<file path="config.mk">
export PLATFORM = sky130hd
export DESIGN_NAME = bcd_rtc
export DESIGN_NICKNAME = d
export VERILOG_FILES = /design/src/rtl/rtc_pkg.sv /design/src/rtl/rtc_cal_next.sv /design/src/rtl/rtc_alarm_match.sv /design/src/rtl/bcd_rtc.sv
export SDC_FILE = /design/constraint.sdc
export NUM_CORES = 1
export LEC_CHECK = 0
export CORE_ASPECT_RATIO = 0.9
export CORE_MARGIN = 2
export CORE_UTILIZATION = 50
export CTS_CLUSTER_SIZE = 10
export DETAILED_ROUTE_END_ITERATION = 6
export DONT_BUFFER_PORTS = 1
export PLACE_DENSITY = 0.76
export SKIP_CTS_REPAIR_TIMING = 1
export SYNTH_ARGS = -nofsm -noshare
export SYNTH_HDL_FRONTEND = slang
export SYNTH_SLANG_ARGS = --single-unit
</file>
<file path="constraint.sdc">
create_clock -name clk -period 5.2 [get_ports clk]
set_clock_uncertainty 0.15 [all_clocks]
set_input_delay 1.04 -clock clk [delete_from_list [all_inputs] [get_ports clk]]
set_output_delay 1.04 -clock clk [all_outputs]
set_load 0.005 [all_outputs]
</file>
<file path="src/rtl/rtc_pkg.sv">
package rtc_pkg;

    localparam int ADDR_W   = 5;
    localparam int DATA_W   = 8;
    localparam int N_ALARM  = 6;
    localparam int N_TIME   = 7;

    typedef logic [DATA_W-1:0] byte_t;

    // field order: seconds first, weekday last
    typedef struct packed {
        byte_t sec;
        byte_t min;
        byte_t hour;
        byte_t mday;
        byte_t mon;
        byte_t year;
        byte_t wday;
    } cal_t;

    typedef logic [ADDR_W-1:0] addr_t;

    localparam addr_t A_SEC   = 5'h00;
    localparam addr_t A_MIN   = 5'h01;
    localparam addr_t A_HOUR  = 5'h02;
    localparam addr_t A_MDAY  = 5'h03;
    localparam addr_t A_MON   = 5'h04;
    localparam addr_t A_YEAR  = 5'h05;
    localparam addr_t A_WDAY  = 5'h06;
    localparam addr_t A_ALM0  = 5'h07;
    localparam addr_t A_CTRL  = 5'h0D;
    localparam addr_t A_STAT  = 5'h0E;
    localparam addr_t A_IEN   = 5'h0F;
    localparam addr_t A_CMPL  = 5'h10;
    localparam addr_t A_CMPH  = 5'h11;

    localparam byte_t SEC_MAX  = 8'h59;
    localparam byte_t HOUR_MAX = 8'h23;
    localparam byte_t MON_MAX  = 8'h12;
    localparam byte_t YEAR_MAX = 8'h99;
    localparam byte_t WDAY_MAX = 8'h06;

    // bit positions used by the block's behaviour
    localparam int C_RUN  = 0;
    localparam int C_H12  = 3;
    localparam int C_SNAP = 6;
    localparam int S_RUN  = 1;
    localparam int S_SEC  = 2;
    localparam int S_MIN  = 3;
    localparam int S_HOUR = 4;
    localparam int S_DAY  = 5;
    localparam int S_ALM  = 6;
    localparam int S_PWR  = 7;

    function automatic byte_t bcd_inc(input byte_t v);
        byte_t r;
        if (v[3:0] >= 4'd9) r = {v[7:4] + 4'd1, 4'd0};
        else                r = {v[7:4], v[3:0] + 4'd1};
        return r;
    endfunction

endpackage

</file>
<file path="src/rtl/rtc_cal_next.sv">
module rtc_cal_next
    import rtc_pkg::*;
(
    input  cal_t cur_i,
    input  logic mode12_i,
    output cal_t nxt_o,
    output logic min_ev_o,
    output logic hour_ev_o,
    output logic day_ev_o
);

    logic       sec_wrap;
    logic       min_wrap;
    logic       day_step;
    logic       mday_wrap;
    logic       mon_wrap;
    logic       leap;
    byte_t      last_day;
    byte_t      h_inc;
    logic [4:0] h12;

    always_comb begin
        nxt_o    = cur_i;
        day_step = 1'b0;
        sec_wrap = (cur_i.sec >= SEC_MAX);
        min_wrap = sec_wrap && (cur_i.min >= SEC_MAX);
        h12      = cur_i.hour[4:0];
        h_inc    = bcd_inc({3'b000, h12});

        nxt_o.sec = sec_wrap ? '0 : bcd_inc(cur_i.sec);
        if (sec_wrap) nxt_o.min = min_wrap ? '0 : bcd_inc(cur_i.min);

        if (min_wrap) begin
            if (mode12_i) begin
                if (h12 == 5'h11) begin
                    nxt_o.hour = {~cur_i.hour[7], 2'b00, 5'h12};
                    day_step   = cur_i.hour[7];
                end else if (h12 == 5'h12) begin
                    nxt_o.hour = {cur_i.hour[7], 7'h01};
                end else begin
                    nxt_o.hour = {cur_i.hour[7], 2'b00, h_inc[4:0]};
                end
            end else if (cur_i.hour >= HOUR_MAX) begin
                nxt_o.hour = '0;
                day_step   = 1'b1;
            end else begin
                nxt_o.hour = bcd_inc(cur_i.hour);
            end
        end

        // tens digit odd: units 2 or 6; tens digit even: units 0, 4 or 8
        if (cur_i.year[4]) leap = (cur_i.year[3:0] == 4'd2) || (cur_i.year[3:0] == 4'd6);
        else               leap = (cur_i.year[3:0] == 4'd0) || (cur_i.year[3:0] == 4'd4)
                                  || (cur_i.year[3:0] == 4'd8);

        case (cur_i.mon)
            8'h04, 8'h06, 8'h09, 8'h11: last_day = 8'h30;
            8'h02:                      last_day = leap ? 8'h29 : 8'h28;
            default:                    last_day = 8'h31;
        endcase

        mday_wrap = day_step && (cur_i.mday >= last_day);
        mon_wrap  = mday_wrap && (cur_i.mon >= MON_MAX);

        if (day_step) begin
            nxt_o.mday = mday_wrap ? 8'h01 : bcd_inc(cur_i.mday);
            nxt_o.wday = (cur_i.wday >= WDAY_MAX) ? '0 : cur_i.wday + 8'd1;
        end
        if (mday_wrap) nxt_o.mon  = mon_wrap ? 8'h01 : bcd_inc(cur_i.mon);
        if (mon_wrap)  nxt_o.year = (cur_i.year >= YEAR_MAX) ? '0 : bcd_inc(cur_i.year);
    end

    assign min_ev_o  = sec_wrap;
    assign hour_ev_o = min_wrap;
    assign day_ev_o  = day_step;

endmodule

</file>
<file path="src/rtl/rtc_alarm_match.sv">
module rtc_alarm_match #(
    parameter int N_FIELD = 6,
    parameter int FW      = 8
) (
    input  logic [N_FIELD-1:0][FW-1:0] now_i,
    input  logic [N_FIELD-1:0][FW-1:0] ref_i,
    output logic                       hit_o
);

    logic [N_FIELD-1:0] eq;

    for (genvar g = 0; g < N_FIELD; g++) begin : g_cmp
        assign eq[g] = (now_i[g] == ref_i[g]);
    end

    assign hit_o = &eq;

endmodule

</file>
<file path="src/rtl/bcd_rtc.sv">
module bcd_rtc
    import rtc_pkg::*;
(
    input  logic              clk,
    input  logic              rst_n,
    input  logic              sec_tick,
    input  logic [ADDR_W-1:0] bus_addr,
    input  logic [DATA_W-1:0] bus_wdata,
    input  logic              bus_wr,
    input  logic              bus_rd,
    output logic [DATA_W-1:0] bus_rdata,
    output logic              irq
);

    localparam int AIX_W = $clog2(N_ALARM);

    typedef struct packed {
        cal_t                   live;
        cal_t                   shadow;
        logic [N_ALARM-1:0][DATA_W-1:0] alm;
        byte_t                  ctrl;
        byte_t                  stat;
        logic [3:0]             ien;
        byte_t                  cmp_lo;
        byte_t                  cmp_hi;
        byte_t                  rdata;
    } state_t;

    state_t state_q, state_d;

    cal_t  cal_nxt;
    logic  ev_min, ev_hour, ev_day;
    logic  alarm_hit;
    logic  advance;
    logic  per_ev;
    byte_t set_m, clr_m, rd_val;
    logic [AIX_W-1:0] aix;
    logic [N_ALARM-1:0][DATA_W-1:0] now_vec;

    rtc_cal_next u_next (
        .cur_i     (state_q.live),
        .mode12_i  (state_q.ctrl[C_H12]),
        .nxt_o     (cal_nxt),
        .min_ev_o  (ev_min),
        .hour_ev_o (ev_hour),
        .day_ev_o  (ev_day)
    );

    assign now_vec = {cal_nxt.year, cal_nxt.mon, cal_nxt.mday,
                      cal_nxt.hour, cal_nxt.min, cal_nxt.sec};

    rtc_alarm_match #(.N_FIELD(N_ALARM), .FW(DATA_W)) u_match (
        .now_i (now_vec),
        .ref_i (state_q.alm),
        .hit_o (alarm_hit)
    );

    always_comb begin
        state_d = state_q;
        advance = sec_tick && state_q.ctrl[C_RUN];
        set_m   = '0;
        clr_m   = '0;
        aix     = AIX_W'(bus_addr - A_ALM0);

        if (advance) begin
            state_d.live  = cal_nxt;
            set_m[S_SEC]  = 1'b1;
            set_m[S_MIN]  = ev_min;
            set_m[S_HOUR] = ev_hour;
            set_m[S_DAY]  = ev_day;
            set_m[S_ALM]  = alarm_hit;
        end

        if (bus_wr) begin
            if (bus_addr >= A_ALM0 && bus_addr < A_CTRL) begin
                state_d.alm[aix] = bus_wdata;
            end
            case (bus_addr)
                A_SEC:  if (!state_q.ctrl[C_RUN]) state_d.live.sec  = bus_wdata;
                A_MIN:  if (!state_q.ctrl[C_RUN]) state_d.live.min  = bus_wdata;
                A_HOUR: if (!state_q.ctrl[C_RUN]) state_d.live.hour = bus_wdata;
                A_MDAY: if (!state_q.ctrl[C_RUN]) state_d.live.mday = bus_wdata;
                A_MON:  if (!state_q.ctrl[C_RUN]) state_d.live.mon  = bus_wdata;
                A_YEAR: if (!state_q.ctrl[C_RUN]) state_d.live.year = bus_wdata;
                A_WDAY: if (!state_q.ctrl[C_RUN]) state_d.live.wday = bus_wdata;
                A_CTRL: begin
                    state_d.ctrl = {bus_wdata[7], 1'b0, bus_wdata[5:0]};
                    if (bus_wdata[C_SNAP]) state_d.shadow = state_q.live;
                end
                A_STAT: clr_m = bus_wdata;
                A_IEN:  state_d.ien = bus_wdata[3:0];
                A_CMPL: state_d.cmp_lo = bus_wdata;
                A_CMPH: state_d.cmp_hi = bus_wdata;
                default: ;
            endcase
        end

        state_d.stat = ((state_q.stat & ~clr_m) | set_m) & 8'hFC;

        rd_val = '0;
        if (bus_addr >= A_ALM0 && bus_addr < A_CTRL) rd_val = state_q.alm[aix];
        case (bus_addr)
            A_SEC:  rd_val = state_q.shadow.sec;
            A_MIN:  rd_val = state_q.shadow.min;
            A_HOUR: rd_val = state_q.shadow.hour;
            A_MDAY: rd_val = state_q.shadow.mday;
            A_MON:  rd_val = state_q.shadow.mon;
            A_YEAR: rd_val = state_q.shadow.year;
            A_WDAY: rd_val = state_q.shadow.wday;
            A_CTRL: rd_val = state_q.ctrl;
            A_STAT: rd_val = {state_q.stat[7:2], state_q.ctrl[C_RUN], 1'b0};
            A_IEN:  rd_val = {4'h0, state_q.ien};
            A_CMPL: rd_val = state_q.cmp_lo;
            A_CMPH: rd_val = state_q.cmp_hi;
            default: ;
        endcase
        if (bus_rd) state_d.rdata = rd_val;
    end

    always_ff @(posedge clk or negedge rst_n) begin
        if (!rst_n) begin
            state_q             <= '0;
            state_q.live.mday   <= 8'h01;
            state_q.live.mon    <= 8'h01;
            state_q.shadow.mday <= 8'h01;
            state_q.shadow.mon  <= 8'h01;
            state_q.stat        <= 8'h80;
        end else begin
            state_q <= state_d;
        end
    end

    always_comb begin
        case (state_q.ien[1:0])
            2'd0:    per_ev = state_q.stat[S_SEC];
            2'd1:    per_ev = state_q.stat[S_MIN];
            2'd2:    per_ev = state_q.stat[S_HOUR];
            default: per_ev = state_q.stat[S_DAY];
        endcase
    end

    assign irq       = (state_q.stat[S_ALM] & state_q.ien[3]) | (per_ev & state_q.ien[2]);
    assign bus_rdata = state_q.rdata;

    // stopped clock with no time write keeps every counter
    p_hold_r6: assert property (@(posedge clk) disable iff (!rst_n)
        (!state_q.ctrl[C_RUN] && !(bus_wr && bus_addr <= A_WDAY)) |=> $stable(state_q.live))
        else $error("p_hold_r6");

    // seconds stay a valid BCD value below 60
    p_sec_bcd_r2: assert property (@(posedge clk) disable iff (!rst_n)
        (state_q.live.sec[3:0] <= 4'd9) && (state_q.live.sec <= SEC_MAX))
        else $error("p_sec_bcd_r2");

    // month stays within 1..12
    p_mon_range_r3: assert property (@(posedge clk) disable iff (!rst_n)
        (state_q.live.mon >= 8'h01) && (state_q.live.mon <= MON_MAX))
        else $error("p_mon_range_r3");

    // weekday stays within 0..6
    p_wday_range_r4: assert property (@(posedge clk) disable iff (!rst_n)
        state_q.live.wday <= WDAY_MAX)
        else $error("p_wday_range_r4");

    // a cleared power-up flag does not come back
    p_pwr_clear_r9: assert property (@(posedge clk) disable iff (!rst_n)
        (bus_wr && bus_addr == A_STAT && bus_wdata[S_PWR]) |=> !state_q.stat[S_PWR])
        else $error("p_pwr_clear_r9");

    // the alarm flag only rises after an advancing tick
    p_alarm_src_r10: assert property (@(posedge clk) disable iff (!rst_n)
        $rose(state_q.stat[S_ALM]) |-> $past(sec_tick && state_q.ctrl[C_RUN]))
        else $error("p_alarm_src_r10");

endmodule

</file>
==> qor.txt, run 1 <==
Status: complete, no violations
Via count: 10.53k
H-Tree Depth: 1
Post-Syn Area: 12,110 um2
Floorplan core area: 24,050 um2
Max_slew headroom: 0.1577
Syn_nets: 1,354
Initial DRC Count: 1,332
GRT overflow: 0
Dominant cell type by area after synthesis: dfrtp_1
Largest net degree at the start of global routing: 202
First-pass GRT wire length: 62,370 um
Pleak: 5.523 nW
Site row count: 54
Initial Util: 0.5036
# IOs: 27
Bufs and invs on worst path: 1
Critical Path RT: 5.53 ns
MaxCap Viol Count: 0
Port buffer count: 0
Reg-to-reg setup timing slack: 0.34 ns
Crit-path max cell delay: 0.81 ns
Top FF cell, synth: dfrtp_1
Largest delay share family, worst path: simple AND/OR/NAND/NOR gates
Register area share after synthesis: 0.4158
First-pass iteration count of the detailed router: 6
Peak VDD IR: 0.2984 mV
Crit end category: register
Setup TNS: 0 ns
Fin util: 0.5422
Drt wl/cell: 26.31 um
Fmax: 205.6 MHz
CTS tree: yes
Critical-path maximum fanout: 11
Antenna violations before repair: 0
Remaining DRCs: 0
Syn Inst Count: 1,291
Die H: 151.7 um
Die area: 25,490 um2
Post-synth EDFFs: 0
Min cycle time layout: 4.864 ns
Routed WL: 41,540 um
Fin crit share: 0.9354
PwrDens: 456.5 nW/um2
Area contributors post-synth: dfrtp_1, mux2_2, nand2_1
RSZ-0062 raised after global routing: no
Worst-margin pin slew: 1.254 ns
Flops & latches, synth: 201
TritonCTS Sinks: 201
CTS root buf: clkbuf_16
Slew Limit Fails: 0
Distinct cell type count after synthesis: 78
Inserted Clock Buffers: 24
Clk slew on worst S/H paths: 0.06 ns
CP Cell Sequence: inv_1, ha_1, nor4bb_1, ha_1, nor2b_1, a21oi_1, nand3_1, nor2_1, o311ai_0, or4_1, nor4_1, a31o_1
DP HPWL: 29,560 um
WS Path Type: reg2reg
Maximum clock path buffer count: 3
Ant diodes: 0
Avg Inst Size Synth: 9.383 um2
Post-route ant nets: 0
Layout cells sized above 1: 0.1400
Die width: 168.1 um
Synthesis-to-finish area growth: 7.665%
Post-synth ARST share: 1.000
GP Congestion: 0.9785
Min-delay worst type: in2async
Vias in the first global route: 9,911
CP max stage cell: nor2_1
Ys Warns: 0
Top cell by count, worst path: ha_1
Worst Path Arrival: 5.19 ns
Worst-Skew Late Latency: 0.54 ns
Global-route usage over all layers: 0.3273
Startpoint Class: register
Final Hold Vio Count: 0
Vias/cell: 6.666
Nets: 1,323
Post-synth top area share: 0.4049
Final setup violation count: 0
[cells by family after synthesis]
logic type	synth area share
AO/OA/AOI/OAI	0.1877
XOR/XNOR	0.02242
adder cells (fa/ha/maj)	0.04648
buffers and inverters	0.03915
flip-flops	0.4158
multiplexers	0.1311
AND/OR/NAND/NOR	0.1574
[final timing paths]
kind / from / end / cells past startpoint
setup reg to reg: state_q[181] / state_q[34] / 12
hold reg to reg: state_q[139] / state_q[139] / 2
setup / recovery: state_q[181] / state_q[34] / 12
min in group clk: state_q[139] / state_q[139] / 2
hold / removal: rst_n / state_q[149] / 0
max in group asynchronous: rst_n / state_q[43] / 0
[metal layers]
metal / wire [um] / track usage
met5: 0 / 0
met4: 1483 / 0.09526
met3: 4599 / 0.07221
met2: 17560 / 0.4909
met1: 17900 / 0.4767
[final cells by class]
type                            count  area [um2]
Tap cell                          308       385.4
Multi-Input combinational cell    973        6629
Clock inverter                      2       46.29
Clock buffer                       35       651.9
Fill cell                        2172       11010
Sequential cell                   201        5036
Timing Repair Buffer               18       135.1
Inverter                           42       157.7
[synthesized netlist by cell type, drive strengths merged (3+ instances only)]
library cell  instances
a2111oi               3
a211oi               11
a21boi                5
a21o                  6
a21oi                83
a221o                 3
a221oi               19
a22o                  8
a22oi                12
a311oi                5
a31oi                13
a32oi                 3
a41oi                 9
and2                  7
and3                  9
buf                  20
clkbuf               55
dfrtp               196
dfstp                 5
ha                   45
inv                  42
mux2                107
mux2i                27
mux4                  5
nand2               180
nand2b               12
nand3                21
nand4                 8
nor2                 70
nor2b                13
nor3                 31
nor3b                10
nor4                 11
o2111ai               6
o211ai                7
o21ai               121
o221ai                3
o22ai                 6
o311ai                5
o31ai                12
or3                   5
or3b                  4
or4                   8
xnor2                17
xor2                 14
[per-stage QoR]
step                      hold WS (ns)  power [mW]  setup WS (ns)  instances  instance area (um2)
after floorplan                 0.2992       3.635         0.9621       1291                12110
after global placement          0.3125       4.274         0.3809       1542                12340
after detailed placement        0.3209       4.318         0.3698       1542                12340
after CTS                      0.03590       5.875         0.3377       1579                13040
after global routing           0.03609       6.224        0.08787       1579                13040
final                          0.05150       5.954         0.3358       1579                13040
[where the power goes]
part	total (mW)	switching (mW)	internal, mW
clock	1.56	0.655	0.907
sequential	2.46	0.546	1.91
combinational	1.94	1.14	0.793
[layout by cell type (no fill, tap or decap), types with 12 or more instances in the layout]
| cell | n |
|---|---|
| ha_1 | 45 |
| clkbuf_16 | 24 |
| o31ai_1 | 12 |
| inv_1 | 42 |
| nor2b_1 | 13 |
| xor2_1 | 14 |
| nor2_1 | 69 |
| dfrtp_1 | 196 |
| a31oi_1 | 13 |
| nor3_1 | 31 |
| nand2_1 | 179 |
| a221oi_1 | 19 |
| nand2b_1 | 12 |
| mux2_2 | 107 |
| o21ai_0 | 120 |
| nand3_1 | 20 |
| xnor2_1 | 17 |
| a21oi_1 | 83 |
| buf_4 | 18 |
| mux2i_1 | 27 |
No activity file was read; power rests on OpenSTA's default activity.
==> run 2, diff against run 1 <==
--- a/config.mk
+++ b/config.mk
@@ -6,12 +6,12 @@
 export NUM_CORES = 1
 export LEC_CHECK = 0
 export CORE_ASPECT_RATIO = 0.9
-export CORE_MARGIN = 2
 export CORE_UTILIZATION = 50
 export CTS_CLUSTER_SIZE = 10
 export DETAILED_ROUTE_END_ITERATION = 6
 export DONT_BUFFER_PORTS = 1
 export PLACE_DENSITY = 0.76
+export RECOVER_POWER = 100
 export SKIP_CTS_REPAIR_TIMING = 1
 export SYNTH_ARGS = -nofsm -noshare
 export SYNTH_HDL_FRONTEND = slang
==> qor.txt, run 2 (same netlist as run 1, synthesis figures left out) <==
Status: complete, but fails checks
Violated checks: DRC, capacitance limit, slew limit
Min-delay worst type: in2async
DP HPWL: 29,700 um
First-pass GRT wire length: 62,730 um
RSZ-0062 raised after global routing: no
Remaining DRCs: 14
Final Hold Vio Count: 0
Filler cells: 2,149
Drt wl/cell: 26.18 um
GP Congestion: 0.9919
Crit-path max cell delay: 0.89 ns
Port buffer count: 0
Reg2reg end: state_q[34]
Worst-Skew Late Latency: 0.53 ns
Fin crit share: 0.9763
Maximum clock path buffer count: 3
Post-place instance area: 12,340 um2
Min cycle time layout: 5.077 ns
FF-to-FF Start: state_q[196]
Top cell by count, worst path: clkbuf_1
Global-route usage over all layers: 0.3389
Worst-margin pin slew: 2.166 ns
Layout cells sized above 1: 0.1377
H-Tree Depth: 1
Site row count: 53
Reg-to-reg setup timing slack: 0.12 ns
Pleak: 5.520 nW
Synthesis-to-finish area growth: 7.644%
Die area: 24,850 um2
MaxCap Viol Count: 2
Die width: 166.1 um
Crit end category: register
TritonCTS Sinks: 201
Post-route ant nets: 0
Routed WL: 41,390 um
GRT overflow: 0
Clk slew on worst S/H paths: 0.06 ns
Vias in the first global route: 9,851
Commonest non-fill, non-tap cell in the layout: dfrtp_1
Initial Util: 0.5145
CP max stage cell: clkbuf_1
WS Path Type: reg2reg
Critical-path maximum fanout: 24
Largest net degree at the start of global routing: 202
Antenna violations before repair: 1
Inserted Clock Buffers: 25
CTS root buf: clkbuf_16
Fmax: 197.0 MHz
Peak VDD IR: 0.2860 mV
Most frequent cells in the layout: dfrtp_1, nand2_1, o21ai_0
Initial DRC Count: 1,320
CTS tree: yes
Startpoint Class: register
Worst Path Arrival: 5.37 ns
# IOs: 27
PwrDens: 455.9 nW/um2
Die H: 149.7 um
Floorplan core area: 23,540 um2
Worst reg-to-reg path cell count: 12
Nets: 1,325
Final setup violation count: 0
First-pass iteration count of the detailed router: 7
Slew Limit Fails: 81
Max_slew headroom: -0.4437
Final instance area: 13,040 um2
Vias/cell: 6.571
# placed instances: 1,537
Setup TNS: 0 ns
Non-Filler Instances: 1,581
Via count: 10.39k
CP Cell Sequence: inv_1, ha_1, nor3b_1, o21ai_0, clkbuf_1, nand3_1, clkbuf_1, nor2_1, o311ai_0, or4_1, nor4_1, a31o_1
Critical Path RT: 5.49 ns
==> run 2: cell count changes in the layout (fill, tap and decap cells not counted), moves of 2 or more <==
| cell | previous run | this run |
|---|---|---|
| clkinv_2 | 0 | 5 |
| clkbuf_1 | 10 | 17 |
| and2_0 | 2 | 4 |
| buf_4 | 18 | 12 |
==> run 2: stage by stage <==
| step | setup WS (ns) | hold WS, ns | util | total power [mW] |
|---|---|---|---|---|
| after floorplan | 0.9621 | 0.2992 | - | 3.635 |
| after global placement | 0.5011 | 0.3145 | 0.5242 | 4.285 |
| after detailed placement | 0.4727 | 0.3239 | 0.5242 | 4.315 |
| after CTS | 0.4182 | 0.04428 | 0.5550 | 5.880 |
| after global routing | 0.01336 | 0.03929 | 0.5538 | 6.221 |
| final | 0.1233 | 0.05456 | 0.5539 | 5.944 |
==> run 2: final cells by class <==
type / count / area, um2 / area share
multi-input cells: 973 / 6624 / 0.5080
diodes: 1 / 2.502 / 0.0001919
clock inverters: 6 / 33.78 / 0.002591
repair buffers: 19 / 116.4 / 0.008924
flip-flops and latches: 201 / 5036 / 0.3862
clock buffers: 37 / 690.7 / 0.05297
well taps: 302 / 377.9 / 0.02898
inverters: 42 / 157.7 / 0.01209
==> run 2: how the worst max path moves through the flow <==
stage,startpoint,end,slack (ns)
4_1_cts,state_q[164],state_q[34],0.42
6_report,state_q[196],state_q[34],0.12
3_5_place_dp,state_q[164],state_q[34],0.47
3_3_place_gp,state_q[164],state_q[34],0.50
5_1_grt,state_q[164],state_q[34],0.01
2_1_floorplan,state_q[164],state_q[34],0.96
==> run 2: critical path, delay by kind of cell, from the launching register on <==
| kind | cells | cell delay [ns] |
|---|---|---|
| buffers and inverters | 3 | 1.45 |
| AOI/OAI and AO/OA | 3 | 0.76 |
| DFF | 1 | 0.44 |
| adders and majority gates | 1 | 0.22 |
| and+or+nand+nor | 5 | 1.98 |
==> run 2: metal layers <==
| layer | routed length [um] | vias to the layer above | GRT usage |
|---|---|---|---|
| li1 | - | 4654 | - |
| met1 | 18430 | 5100 | 0.5003 |
| met2 | 17490 | 551 | 0.5030 |
| met3 | 4347 | 83 | 0.07194 |
| met4 | 1123 | 0 | 0.08692 |
| met5 | 0 | - | 0 |
==> run 2: power by group <==
group | switching (mW) | internal [mW]
Clock | 0.652 | 0.911
Combinational | 1.15 | 0.784
Sequential | 0.539 | 1.91
Total | 2.34 | 3.61
